==> config.mk <==
export PLATFORM = sky130hd
export DESIGN_NAME = cmt_dual
export DESIGN_NICKNAME = d
export VERILOG_FILES = /design/src/rtl/cmt_pkg.sv /design/src/rtl/cmt_prescaler.sv /design/src/rtl/cmt_channel.sv /design/src/rtl/cmt_dual.sv
export SDC_FILE = /design/constraint.sdc
export NUM_CORES = 1
export LEC_CHECK = 0
export BUFFER_PORTS_ARGS = -buffer_cell sky130_fd_sc_hd__buf_2
export CAP_MARGIN = 10
export CORE_ASPECT_RATIO = 0.75
export CORE_MARGIN = 5
export CORE_UTILIZATION = 35
export CTS_BUF_LIST = sky130_fd_sc_hd__clkbuf_16
export DETAILED_ROUTE_END_ITERATION = 6
export GPL_TIMING_DRIVEN = 0
export SLEW_MARGIN = 20
export SYNTH_ARGS = -nofsm -noshare
export SYNTH_HDL_FRONTEND = slang
export SYNTH_HIERARCHICAL = 1
export SYNTH_SLANG_ARGS = --single-unit
==> constraint.sdc <==
create_clock -name clk -period 4 [get_ports clk]
set_clock_uncertainty 0.2 [all_clocks]
set_input_delay 0.4 -clock clk [delete_from_list [all_inputs] [get_ports clk]]
set_output_delay 0.4 -clock clk [all_outputs]
set_load 0.02 [all_outputs]
==> src/rtl/cmt_pkg.sv <==
package cmt_pkg;
    // control register layout: the divisor select sits in the low bits
    localparam int CMT_CKS_W   = 2;
    localparam int CMT_IE_BIT  = 6;
    // prescale ratio = 2^(BASE + STEP*select)
    localparam int CMT_PRE_BASE_LOG2 = 3;
    localparam int CMT_PRE_STEP_LOG2 = 2;
    // registers per channel and their order after the run word
    localparam int CMT_WORDS_PER_CH = 3;
    typedef enum int {
        FLD_CTL = 0,
        FLD_CNT = 1,
        FLD_CMP = 2
    } cmt_field_e;
endpackage

==> src/rtl/cmt_prescaler.sv <==
module cmt_prescaler #(
    parameter int CKS_W     = cmt_pkg::CMT_CKS_W,
    parameter int BASE_LOG2 = cmt_pkg::CMT_PRE_BASE_LOG2,
    parameter int STEP_LOG2 = cmt_pkg::CMT_PRE_STEP_LOG2
) (
    input  logic             clk,
    input  logic             rst_n,
    input  logic             run,
    input  logic [CKS_W-1:0] cks,
    output logic             tick
);
    localparam int PRE_W = BASE_LOG2 + STEP_LOG2 * ((1 << CKS_W) - 1);

    typedef struct packed {
        logic [PRE_W-1:0] pre;
    } pre_state_t;

    pre_state_t s_d, s_q;
    logic [PRE_W-1:0] lim;

    always_comb begin
        lim  = PRE_W'((32'd1 << (BASE_LOG2 + STEP_LOG2 * int'(cks))) - 32'd1);
        // >= so that a smaller ratio chosen mid-period still ticks at once
        tick = run && (s_q.pre >= lim);
        s_d  = s_q;
        if (!run || tick) begin
            s_d.pre = '0;
        end else begin
            s_d.pre = s_q.pre + 1'b1;
        end
    end

    always_ff @(posedge clk) begin
        if (!rst_n) begin
            s_q <= '0;
        end else begin
            s_q <= s_d;
        end
    end
endmodule

==> src/rtl/cmt_channel.sv <==
module cmt_channel #(
    parameter int CNT_W  = 16,
    parameter int DATA_W = 16,
    parameter int CKS_W  = cmt_pkg::CMT_CKS_W,
    parameter int IE_BIT = cmt_pkg::CMT_IE_BIT
) (
    input  logic              clk,
    input  logic              rst_n,
    input  logic              run,
    input  logic              wr_ctl,
    input  logic              wr_cnt,
    input  logic              wr_cmp,
    input  logic [DATA_W-1:0] wdata,
    output logic [DATA_W-1:0] ctl_rd,
    output logic [CNT_W-1:0]  cnt,
    output logic [CNT_W-1:0]  cmp,
    output logic              irq
);
    typedef struct packed {
        logic [CNT_W-1:0] cnt;
        logic [CNT_W-1:0] cmp;
        logic [CKS_W-1:0] cks;
        logic             ie;
        logic             irq;
    } ch_state_t;

    ch_state_t s_d, s_q;
    logic             tick;
    logic [CNT_W:0]   inc;
    logic             hit;

    cmt_prescaler #(.CKS_W(CKS_W)) u_pre (
        .clk  (clk),
        .rst_n(rst_n),
        .run  (run),
        .cks  (s_q.cks),
        .tick (tick)
    );

    always_comb begin
        s_d     = s_q;
        s_d.irq = 1'b0;
        inc     = {1'b0, s_q.cnt} + 1'b1;
        hit     = tick && (inc >= {1'b0, s_q.cmp});
        if (wr_cnt) begin
            s_d.cnt = wdata[CNT_W-1:0];
        end else if (hit) begin
            s_d.cnt = '0;
            s_d.irq = s_q.ie;
        end else if (tick) begin
            s_d.cnt = inc[CNT_W-1:0];
        end
        if (wr_cmp) begin
            s_d.cmp = wdata[CNT_W-1:0];
        end
        if (wr_ctl) begin
            s_d.cks = wdata[CKS_W-1:0];
            s_d.ie  = wdata[IE_BIT];
        end
    end

    always_ff @(posedge clk) begin
        if (!rst_n) begin
            s_q.cnt <= '0;
            s_q.cmp <= '1;
            s_q.cks <= '0;
            s_q.ie  <= 1'b0;
            s_q.irq <= 1'b0;
        end else begin
            s_q <= s_d;
        end
    end

    always_comb begin
        ctl_rd              = '0;
        ctl_rd[CKS_W-1:0]   = s_q.cks;
        ctl_rd[IE_BIT]      = s_q.ie;
    end

    assign cnt = s_q.cnt;
    assign cmp = s_q.cmp;
    assign irq = s_q.irq;
endmodule

==> src/rtl/cmt_dual.sv <==
module cmt_dual #(
    parameter int NUM_CH = 2,
    parameter int DATA_W = 16,
    parameter int CNT_W  = 16,
    parameter int CKS_W  = cmt_pkg::CMT_CKS_W,
    parameter int ADDR_W = 4
) (
    input  logic              clk,
    input  logic              rst_n,
    input  logic              bus_wr,
    input  logic [ADDR_W-1:0] bus_addr,
    input  logic [DATA_W-1:0] bus_wdata,
    output logic [DATA_W-1:0] bus_rdata,
    output logic [NUM_CH-1:0] irq
);
    import cmt_pkg::*;

    localparam int WORD_W = ADDR_W - 1;

    typedef struct packed {
        logic [NUM_CH-1:0] run;
    } top_state_t;

    top_state_t s_d, s_q;
    logic [WORD_W-1:0] word;

    logic [NUM_CH-1:0]             wr_ctl, wr_cnt, wr_cmp;
    logic [NUM_CH-1:0][DATA_W-1:0] ctl_rd;
    logic [NUM_CH-1:0][CNT_W-1:0]  cnt_v, cmp_v;

    assign word = bus_addr[ADDR_W-1:1];

    always_comb begin
        s_d = s_q;
        if (bus_wr && (word == '0)) begin
            s_d.run = bus_wdata[NUM_CH-1:0];
        end
    end

    always_ff @(posedge clk) begin
        if (!rst_n) begin
            s_q <= '0;
        end else begin
            s_q <= s_d;
        end
    end

    for (genvar i = 0; i < NUM_CH; i++) begin : g_ch
        localparam int BASE = 1 + CMT_WORDS_PER_CH * i;
        assign wr_ctl[i] = bus_wr && (word == WORD_W'(BASE + FLD_CTL));
        assign wr_cnt[i] = bus_wr && (word == WORD_W'(BASE + FLD_CNT));
        assign wr_cmp[i] = bus_wr && (word == WORD_W'(BASE + FLD_CMP));

        cmt_channel #(
            .CNT_W (CNT_W),
            .DATA_W(DATA_W),
            .CKS_W (CKS_W)
        ) u_ch (
            .clk   (clk),
            .rst_n (rst_n),
            .run   (s_q.run[i]),
            .wr_ctl(wr_ctl[i]),
            .wr_cnt(wr_cnt[i]),
            .wr_cmp(wr_cmp[i]),
            .wdata (bus_wdata),
            .ctl_rd(ctl_rd[i]),
            .cnt   (cnt_v[i]),
            .cmp   (cmp_v[i]),
            .irq   (irq[i])
        );
    end

    always_comb begin
        bus_rdata = '0;
        if (word == '0) begin
            bus_rdata = DATA_W'(s_q.run);
        end
        for (int i = 0; i < NUM_CH; i++) begin
            if (word == WORD_W'(1 + CMT_WORDS_PER_CH * i + FLD_CTL)) bus_rdata = ctl_rd[i];
            if (word == WORD_W'(1 + CMT_WORDS_PER_CH * i + FLD_CNT)) bus_rdata = DATA_W'(cnt_v[i]);
            if (word == WORD_W'(1 + CMT_WORDS_PER_CH * i + FLD_CMP)) bus_rdata = DATA_W'(cmp_v[i]);
        end
    end
endmodule

* Word-level counts from Yosys, hierarchy flattened
Cells that the tools add are included.
Operators by class: equal/unequal tests 6, shifts and indexed selects 2, reduce and logical (&&, ||, !) cells 22, multiplexer cells 13, bitwise operators 3, add/subtract/negate cells 8, magnitude comparators 4
Operators by type and width (count):
- $mux 16 | 12
- $add 16x1->17 const B | 2
- $ge 17x16->1 | 2
- $add 9x1->9 const B | 2
- $ge 9x9->1 | 2
- $shl 1x4->9 const A | 2
- $sub 9x1->9 const B | 2
- $logic_and 1x1->1 | 11
- $eq 3x3->1 const B | 3
- $add 2x3->4 const A | 2
- $eq 3x2->1 const B | 2
- $reduce_bool 3->1 | 2
- $reduce_or 3->1 | 2
- $reduce_or 2->1 | 2
- $eq 3x1->1 const B | 1
- $logic_not 3->1 | 1
- $not 1->1 | 3
- $logic_not 1->1 | 2
- $logic_or 1x1->1 | 2
- $mux 2 | 1
Word-level totals: input bits 23, flip-flop bits (word level) 92, output and inout port bits 18

* Logic depth before layout (Yosys ltp)
Gate-level depths: netlist (run 1).
word-level depth 8, depth in mapped cells 13, mapped depth without buffers 12

* Modules after synthesis
The synthesis (run 1) kept the hierarchy.
Modules (own cells, without submodules):
- cmt_channel at g_ch[0].u_ch | area an instance 2220.9 µm², cells each 266, sequential area each 720.7 µm², times used 1
- cmt_channel at g_ch[1].u_ch | area an instance 2204.6 µm², cells each 263, sequential area each 720.7 µm², times used 1
- cmt_dual | area an instance 1153.6 µm², cells each 132, sequential area each 40.0 µm², times used 1
- cmt_prescaler | area an instance 559.3 µm², cells each 64, sequential area each 180.2 µm², times used 2

* Least setup slack after synthesis (run 1)
Ideal clock, no wire load.
path type register to register, from reg, netlist name g_ch[0].u_ch/cnt[0], to reg, netlist name g_ch[0].u_ch/cnt[1], setup time 75 ps, slack 969 ps, buffers on the path 1, stages on the path, launching flop included 14, arrival 2756 ps, data required time 3725 ps, path through dfxtp_1 > ha_1 > nand2_1 > nor4_1 > and4_1 > xnor2_1 > inv_1 > ha_1 > a21oi_1 > o221ai_1 > a211oi_1 > o211ai_2 > buf_6 > o22ai_1
On the way: longest elaborated chain between the ends 5, elaborated cells on any way between the ends 7
RTL lines:
- $add 16x1->17 (*) | RTL line cmt_channel.sv:43 | inc = {1'b0, s_q.cnt} + 1'b1;
- $ge 17x16->1 | RTL line cmt_channel.sv:44 | hit = tick && (inc >= {1'b0, s_q.cmp});
- $logic_and 1x1->1 | RTL line cmt_channel.sv:44
- $mux 16 | RTL line cmt_channel.sv:47 | end else if (hit) begin
- $mux 16 | RTL line cmt_channel.sv:45 | if (wr_cnt) begin
Mark *: on every way between the ends. The rest lies on a longest branch, timed or not. The select of a mux whose other input is x is not followed. A chain may end at the register's enable or synchronous reset.

* Worst setup path in the final report (run 1)
from reg, netlist name g_ch[0].u_ch/cnt[0], to reg, netlist name g_ch[0].u_ch/cnt[8]
On the way: longest elaborated chain between the ends 5, elaborated cells on any way between the ends 7
RTL lines (RTL line):
- $add 16x1->17 (*) | cmt_channel.sv:43
- $ge 17x16->1 | cmt_channel.sv:44
- $logic_and 1x1->1 | cmt_channel.sv:44
- $mux 16 | cmt_channel.sv:47
- $mux 16 | cmt_channel.sv:45
Marked as above.

==> out/qor.yml, run 1 <==
fp.dieArea_um2: 22030
cts_tree: "built"
arrival_ns: 3.82
num_vias: 5674
hp-class: "in -> reg"
worst_slew_pin_slew_ns: 0.6019
p_switching_w: 0.0005784
io_pins: 41
rsz0062_at_grt: "false"
period_share_pct: 93.47
crit_top_cell: "ha_1"
first_pass_iters: 5
fin_setup_tns_ns: 0
cp_top_family: "compound AO/OA/AOI/OAI gates"
p_per_area_nw_per_um2: 287.9
synth_top_area_share_pct: 27.50
grt_pass1_vias: 5257
grt_pass1_wl_um: 29210
rows: 43
die_h_um: 129.8
finalCriticalPeriod_ns: 3.739
drcViolationCount: 0
antenna_cells: 0
via_per_inst: 5.098
seq_area_frac_synth_pct: 27.50
hold_violations: 0
area_delta_synth_final_pct: 13.51
drt_wl_total_um: 18620
synth.distinct_cells: 72
synth_top_cell_by_area: "dfxtp_1"
seqPwrFrac_pct: 43.8
async_flop_share_pct: 0
antenna_found_initial: 0
fp.coreArea_um2: 18670
grt_overflow: 0
synth_area_per_cell_um2: 8.489
pwr-share-comb_pct: 13.9
cap_viol_max_count: 0
ys.flop_type: "dfxtp_1"
fin_nets: 937
slew_viol_final: 0
status: "completed"
synth_warnings: 6
cts_htree_levels: 3
syn-cell-area_um2: 6698
slew_headroom_pct: 59.65
cp.required_ns: 4.08
sw_frac_of_total_pct: 26.43
wire_per_inst_um: 16.73
dp_hpwl_um: 14520
cts_resized: 0
slowest_stage: "nor4_1"
drive_gt1_share_pct: 17.55
intPower_w: 0.001610
power.total_w: 0.002188
initial_core_util_pct: 35.88
max_freq_ghz: 0.2675
cts_setup_buffers: 0
whs_ns: 0.1570
cts_sinks: 92
setup_viol: 0
ant_nets: 0
grt_max_degree: 16
max-vdd-ir-drop_mv: 0.1862
port_buffers: 38
drtIter0Drc: 468
worst_setup_path_end_kind: "flop"
cts_root_buffer: "clkbuf_16"
max-clock-path-buffers: 2
power.leakage_nw: 3.478
cts_buffers: 9
synth_seq_cells: 92
gp_congestion: 0.8273
crit_path_start_kind: "flop"
ctsHoldBuffers: 0
clkPwrFrac_pct: 42.3
clk_transition_reported_paths_ns: 0.07
grt_usage_pct: 16.93
syn_inst: 789
synth_area_leaders: "dfxtp_1 27%, ha_1 9.7%, mux2i_1 4.5%"
die_x_um: 169.7
post-route-util_pct: 40.72
worstSetupPathType: "reg -> reg"
fill_cells: 1880
cpPeakStageDelay_ns: 0.54
cp_max_fo: 10
synth_edf_count: 0
path_cells: "ha_1 > nand2_1 > nor4_1 > and4_1 > xnor2_1 > inv_1 > ha_1 > a21oi_1 > o221ai_1 > a211oi_1 > o211ai_2 > buf_6 > o22ai_1"
worst-path-buf-inv: 2
worstSkewPairLatency_ns: 0.35
==> flip-flops by register name (all words and copies together), names as in the netlist <==
register	count
g_ch.u_ch/irq	2
g_ch.u_ch/ctl_rd	6
g_ch.u_ch/u_pre/s_q	18
g_ch.u_ch/cnt	32
g_ch.u_ch/cmp	32
s_q	2
==> tightest hold or removal path: stages <==
cell      delay (ns)
buf_2           0.14
nand2_1         0.07
o211ai_1        0.07
==> final timing paths <==
check                              end  slack (ns)  depth (start not counted)                      start
min               g_ch[0].u_ch/cmp[13]        0.16                          3              bus_wdata[13]
min reg2reg  g_ch[1].u_ch/u_pre/s_q[0]        0.28                          1  g_ch[1].u_ch/u_pre/s_q[0]
max                g_ch[0].u_ch/cnt[8]        0.26                         13        g_ch[0].u_ch/cnt[0]
max reg2reg        g_ch[0].u_ch/cnt[8]        0.26                         13        g_ch[0].u_ch/cnt[0]
==> area by class of cell <==
cell class                      count  area, um2  share of cell area, %
Sequential cell                    92       1842                  24.23
Buffer                             66      481.7                  6.336
Clock buffer                        9      225.2                  2.962
Inverter                           71      266.5                  3.506
Timing Repair Buffer               38      190.2                  2.502
Multi-Input combinational cell    584       4198                  55.22
Tap cell                          247      309.0                  4.065
Clock inverter                      6      90.09                  1.185
==> Yosys cell counts (7+ instances only) <==
| library cell | instances |
|---|---|
| mux2i_1 | 30 |
| inv_1 | 70 |
| clkbuf_1 | 15 |
| and3_1 | 22 |
| a221oi_2 | 8 |
| ha_1 | 52 |
| nand3_1 | 18 |
| a21oi_1 | 51 |
| a31oi_1 | 17 |
| dfxtp_1 | 92 |
| o21ai_0 | 7 |
| or2_0 | 14 |
| xnor2_1 | 20 |
| nor2_1 | 44 |
| o22ai_1 | 27 |
| o211ai_1 | 30 |
| nand2_1 | 80 |
| mux2_4 | 8 |
| buf_2 | 8 |
| buf_4 | 29 |
| nor3b_1 | 14 |
| xor2_1 | 22 |
| nand4_1 | 11 |
==> layout by cell type, fill, tap and decap left out, drive strengths merged, types with 3 or more instances in the layout <==
| cell type | count |
|---|---|
| nand4 | 12 |
| mux2i | 30 |
| dfxtp | 92 |
| conb | 28 |
| a221oi | 14 |
| o2111ai | 3 |
| xor2 | 22 |
| ha | 52 |
| inv | 71 |
| a31oi | 17 |
| or2 | 17 |
| nand3 | 22 |
| o211ai | 31 |
| clkinv | 3 |
| mux2 | 14 |
| buf | 84 |
| xnor2 | 20 |
| o22ai | 30 |
| nor2 | 46 |
| clkbuf | 28 |
| nand2 | 81 |
| and4 | 5 |
| nor3 | 9 |
| nor2b | 5 |
| and3 | 23 |
| nor3b | 14 |
| a21oi | 51 |
| o21ai | 7 |
| a21o | 3 |
==> metal layers <==
layer / share of wire, % / global-route usage [%]
met3: 7.4 / 3.574
met4: 1.0 / 3.502
met2: 43 / 25.96
met1: 48 / 24.60
met5: 0 / 0
==> cells by family (layout without fill, tap and decap cells) <==
family	Yosys count	count (layout)	share of synthesized area [%]
flops	92	92	27.50
xor+xnor	42	42	5.492
mux	44	44	7.286
fa+ha+maj	52	52	9.714
compound gates	171	171	18.63
buf+inv	137	190	11.17
other cells	4	28	0.2241
simple gates	247	247	19.99
==> power by group through the flow <==
stage	Combinational (W)	Clock [W]	Sequential, W
final	0.000304	0.000926	0.000959
after floorplan	0.000213	0	0.000970
after CTS	0.000303	0.000952	0.000958
after global placement	0.000300	0	0.000979
after global routing	0.000331	0.000989	0.000961
after detailed placement	0.000302	0	0.000979
==> stage by stage <==
stage / std cells / area (um2) / worst slack [ns]
after detailed placement: 1098 / 7287 / 0.2946
after global routing: 1113 / 7602 / 0.02658
after CTS: 1113 / 7602 / 0.2754
after global placement: 1098 / 7287 / 0.2977
after floorplan: 813 / 6788 / 0.9689
final: 1113 / 7602 / 0.2613
No activity file was read; power rests on OpenSTA's default activity.
==> run 2: changes to the inputs <==
--- a/config.mk
+++ b/config.mk
@@ -6,13 +6,14 @@
 export NUM_CORES = 1
 export LEC_CHECK = 0
 export BUFFER_PORTS_ARGS = -buffer_cell sky130_fd_sc_hd__buf_2
-export CAP_MARGIN = 10
+export CAP_MARGIN = 20
 export CORE_ASPECT_RATIO = 0.75
 export CORE_MARGIN = 5
 export CORE_UTILIZATION = 35
 export CTS_BUF_LIST = sky130_fd_sc_hd__clkbuf_16
 export DETAILED_ROUTE_END_ITERATION = 6
 export GPL_TIMING_DRIVEN = 0
+export PLACE_DENSITY_LB_ADDON = 0.15
 export SLEW_MARGIN = 20
 export SYNTH_ARGS = -nofsm -noshare
 export SYNTH_HDL_FRONTEND = slang
==> run 2 against run 1 <==
Non-clock buffer count did not move. First-iteration DRC count fell by 19%. Clock-buffer cell count is the same. Sequential cell count is the same. Combinational power is essentially flat. Via count is 1.8% lower. Cell count about the same. Fmax up 2.6%. Critical path depth unchanged. Power barely moved. Sequential share of layout area is essentially flat. Core utilization about the same. Critical endpoint is now g_ch[0].u_ch/cnt[14]. Largest cell class unchanged. Highest routed layer unchanged.
==> out/qor.yml, run 2 (same netlist as run 1, synthesis figures left out) <==
arrival_ns: 3.73
max-vdd-ir-drop_mv: 0.1338
final_cell_mix: "92 x dfxtp_1, 80 x nand2_1, 71 x inv_1"
dp_cells: 1098
power.leakage_nw: 3.484
top_usage_layer: "met1"
cts_setup_buffers: 0
grtUsageMet1_pct: 27.40
die_h_um: 129.8
fin_setup_tns_ns: 0
cts_sinks: 92
drtIter0Drc: 379
layout_commonest_cell: "dfxtp_1"
cp.required_ns: 4.09
gp_congestion: 0.8049
rows: 43
rsz0062_at_grt: "false"
finalCriticalPeriod_ns: 3.646
ctsHoldBuffers: 0
wire_per_inst_um: 17.47
area_delta_synth_final_pct: 13.49
grt_pass1_wl_um: 30550
dp_hpwl_um: 15090
grt_util_met2_pct: 26.13
p_per_area_nw_per_um2: 288.1
clk_transition_reported_paths_ns: 0.07
antenna_found_initial: 0
fp.dieArea_um2: 22030
pre_cts_ws_ns: 0.2621
die_x_um: 169.7
worst_setup_path_end_kind: "flop"
ant_nets: 0
cp_max_fo: 10
cpPeakStageDelay_ns: 0.45
cts_buffers: 9
drcViolationCount: 0
period_share_pct: 91.14
worst_slew_pin_slew_ns: 0.6360
crit_top_cell: "ha_1"
fp.coreArea_um2: 18670
crit_path_start_kind: "flop"
drt_wl_total_um: 19460
path_cells: "ha_1 > nand2_1 > nor4_2 > and4_1 > xnor2_1 > inv_1 > ha_1 > nand3_1 > o221ai_1 > a211oi_1 > o211ai_2 > buf_6 > o22ai_1"
top_regs: "g_ch.u_ch/cmp: 32 flops, g_ch.u_ch/cnt: 32 flops, g_ch.u_ch/u_pre/s_q: 18 flops"
slowest_stage: "dfxtp_1"
antenna_cells: 0
cts_htree_levels: 3
hold_violations: 0
hp-class: "in -> reg"
num_vias: 5571
fin_cells: 1114
cts_root_buffer: "clkbuf_16"
grt_overflow: 0
drive_gt1_share_pct: 17.53
via_per_inst: 5.001
grt_pass1_vias: 5273
fin_nets: 937
slew_headroom_pct: 57.60
max-clock-path-buffers: 2
port_buffers: 38
setup_viol: 0
io_pins: 41
gr-usage-met3_pct: 2.847
worstSkewPairLatency_ns: 0.36
status: "completed"
slew_viol_final: 0
fin_ws_ns: 0.3544
grt_usage_pct: 17.93
initial_core_util_pct: 35.88
first_pass_iters: 5
max_freq_ghz: 0.2743
grt_max_degree: 15
cap_viol_max_count: 0
cts_tree: "built"
post-route-util_pct: 40.71
worstSetupPathType: "reg -> reg"
==> run 2: stage by stage <==
step                      cell area, um2  total power, W  hold WS (ns)
final                               7601        0.002190        0.1600
after global routing                7601        0.002280        0.1541
after CTS                           7595        0.002215        0.1447
after detailed placement            7287        0.001285        0.2747
after global placement              7287        0.001285        0.2615
after floorplan                     6788        0.001183        0.2445
==> run 2: area by class of cell <==
| class | instances | area (um2) |
|---|---|---|
| Buffer | 66 | 481.7 |
| Clock inverter | 7 | 82.58 |
| Multi-Input combinational cell | 584 | 4204 |
| Inverter | 71 | 266.5 |
| Tap cell | 247 | 309.0 |
| Timing Repair Buffer | 38 | 190.2 |
| Fill cell | 1915 | 11070 |
| Sequential cell | 92 | 1842 |
| Clock buffer | 9 | 225.2 |
==> run 2: what timing repair did <==
| item | in CTS | in global routing |
|---|---|---|
| resized for setup | 0 | 1 |
| setup endpoints to repair | 0 | 1 |
| endpoints found under the hold margin | 0 | 0 |
==> run 2: path summary, 6_finish.rpt <==
check / cells past startpoint / end / start / slack, ns
worst max-delay path: 13 / g_ch[0].u_ch/cnt[14] / g_ch[0].u_ch/cnt[0] / 0.35
worst min-delay path: 3 / g_ch[1].u_ch/cmp[14] / bus_wdata[14] / 0.16
worst max register to register: 13 / g_ch[0].u_ch/cnt[14] / g_ch[0].u_ch/cnt[0] / 0.35
worst min register to register: 1 / g_ch[1].u_ch/u_pre/s_q[0] / g_ch[1].u_ch/u_pre/s_q[0] / 0.28
==> run 2: critical path, delay by kind of cell, from the launching register on <==
kind                     cells  cell delay (ns)
AO/OA/AOI/OAI                4             0.97
adder cells (fa/ha/maj)      2             0.55
buffers and inverters        2             0.29
AND/OR/NAND/NOR              4             0.96
flip-flops                   1             0.45
XOR/XNOR                     1             0.14
==> run 2: power by group <==
part	switching (W)	leakage, nW	internal (W)	total (W)
sequential	0.0000237	0.746	0.000936	0.000959
combinational	0.000176	2.58	0.000129	0.000305
clock	0.000385	0.158	0.000541	0.000926
==> run 2: routing by layer <==
layer | wire, um | up-vias
met2 | 7991 | 103
met1 | 10450 | 2568
met3 | 793 | 14
met4 | 226 | 0
li1 | - | 2886
met5 | 0 | -
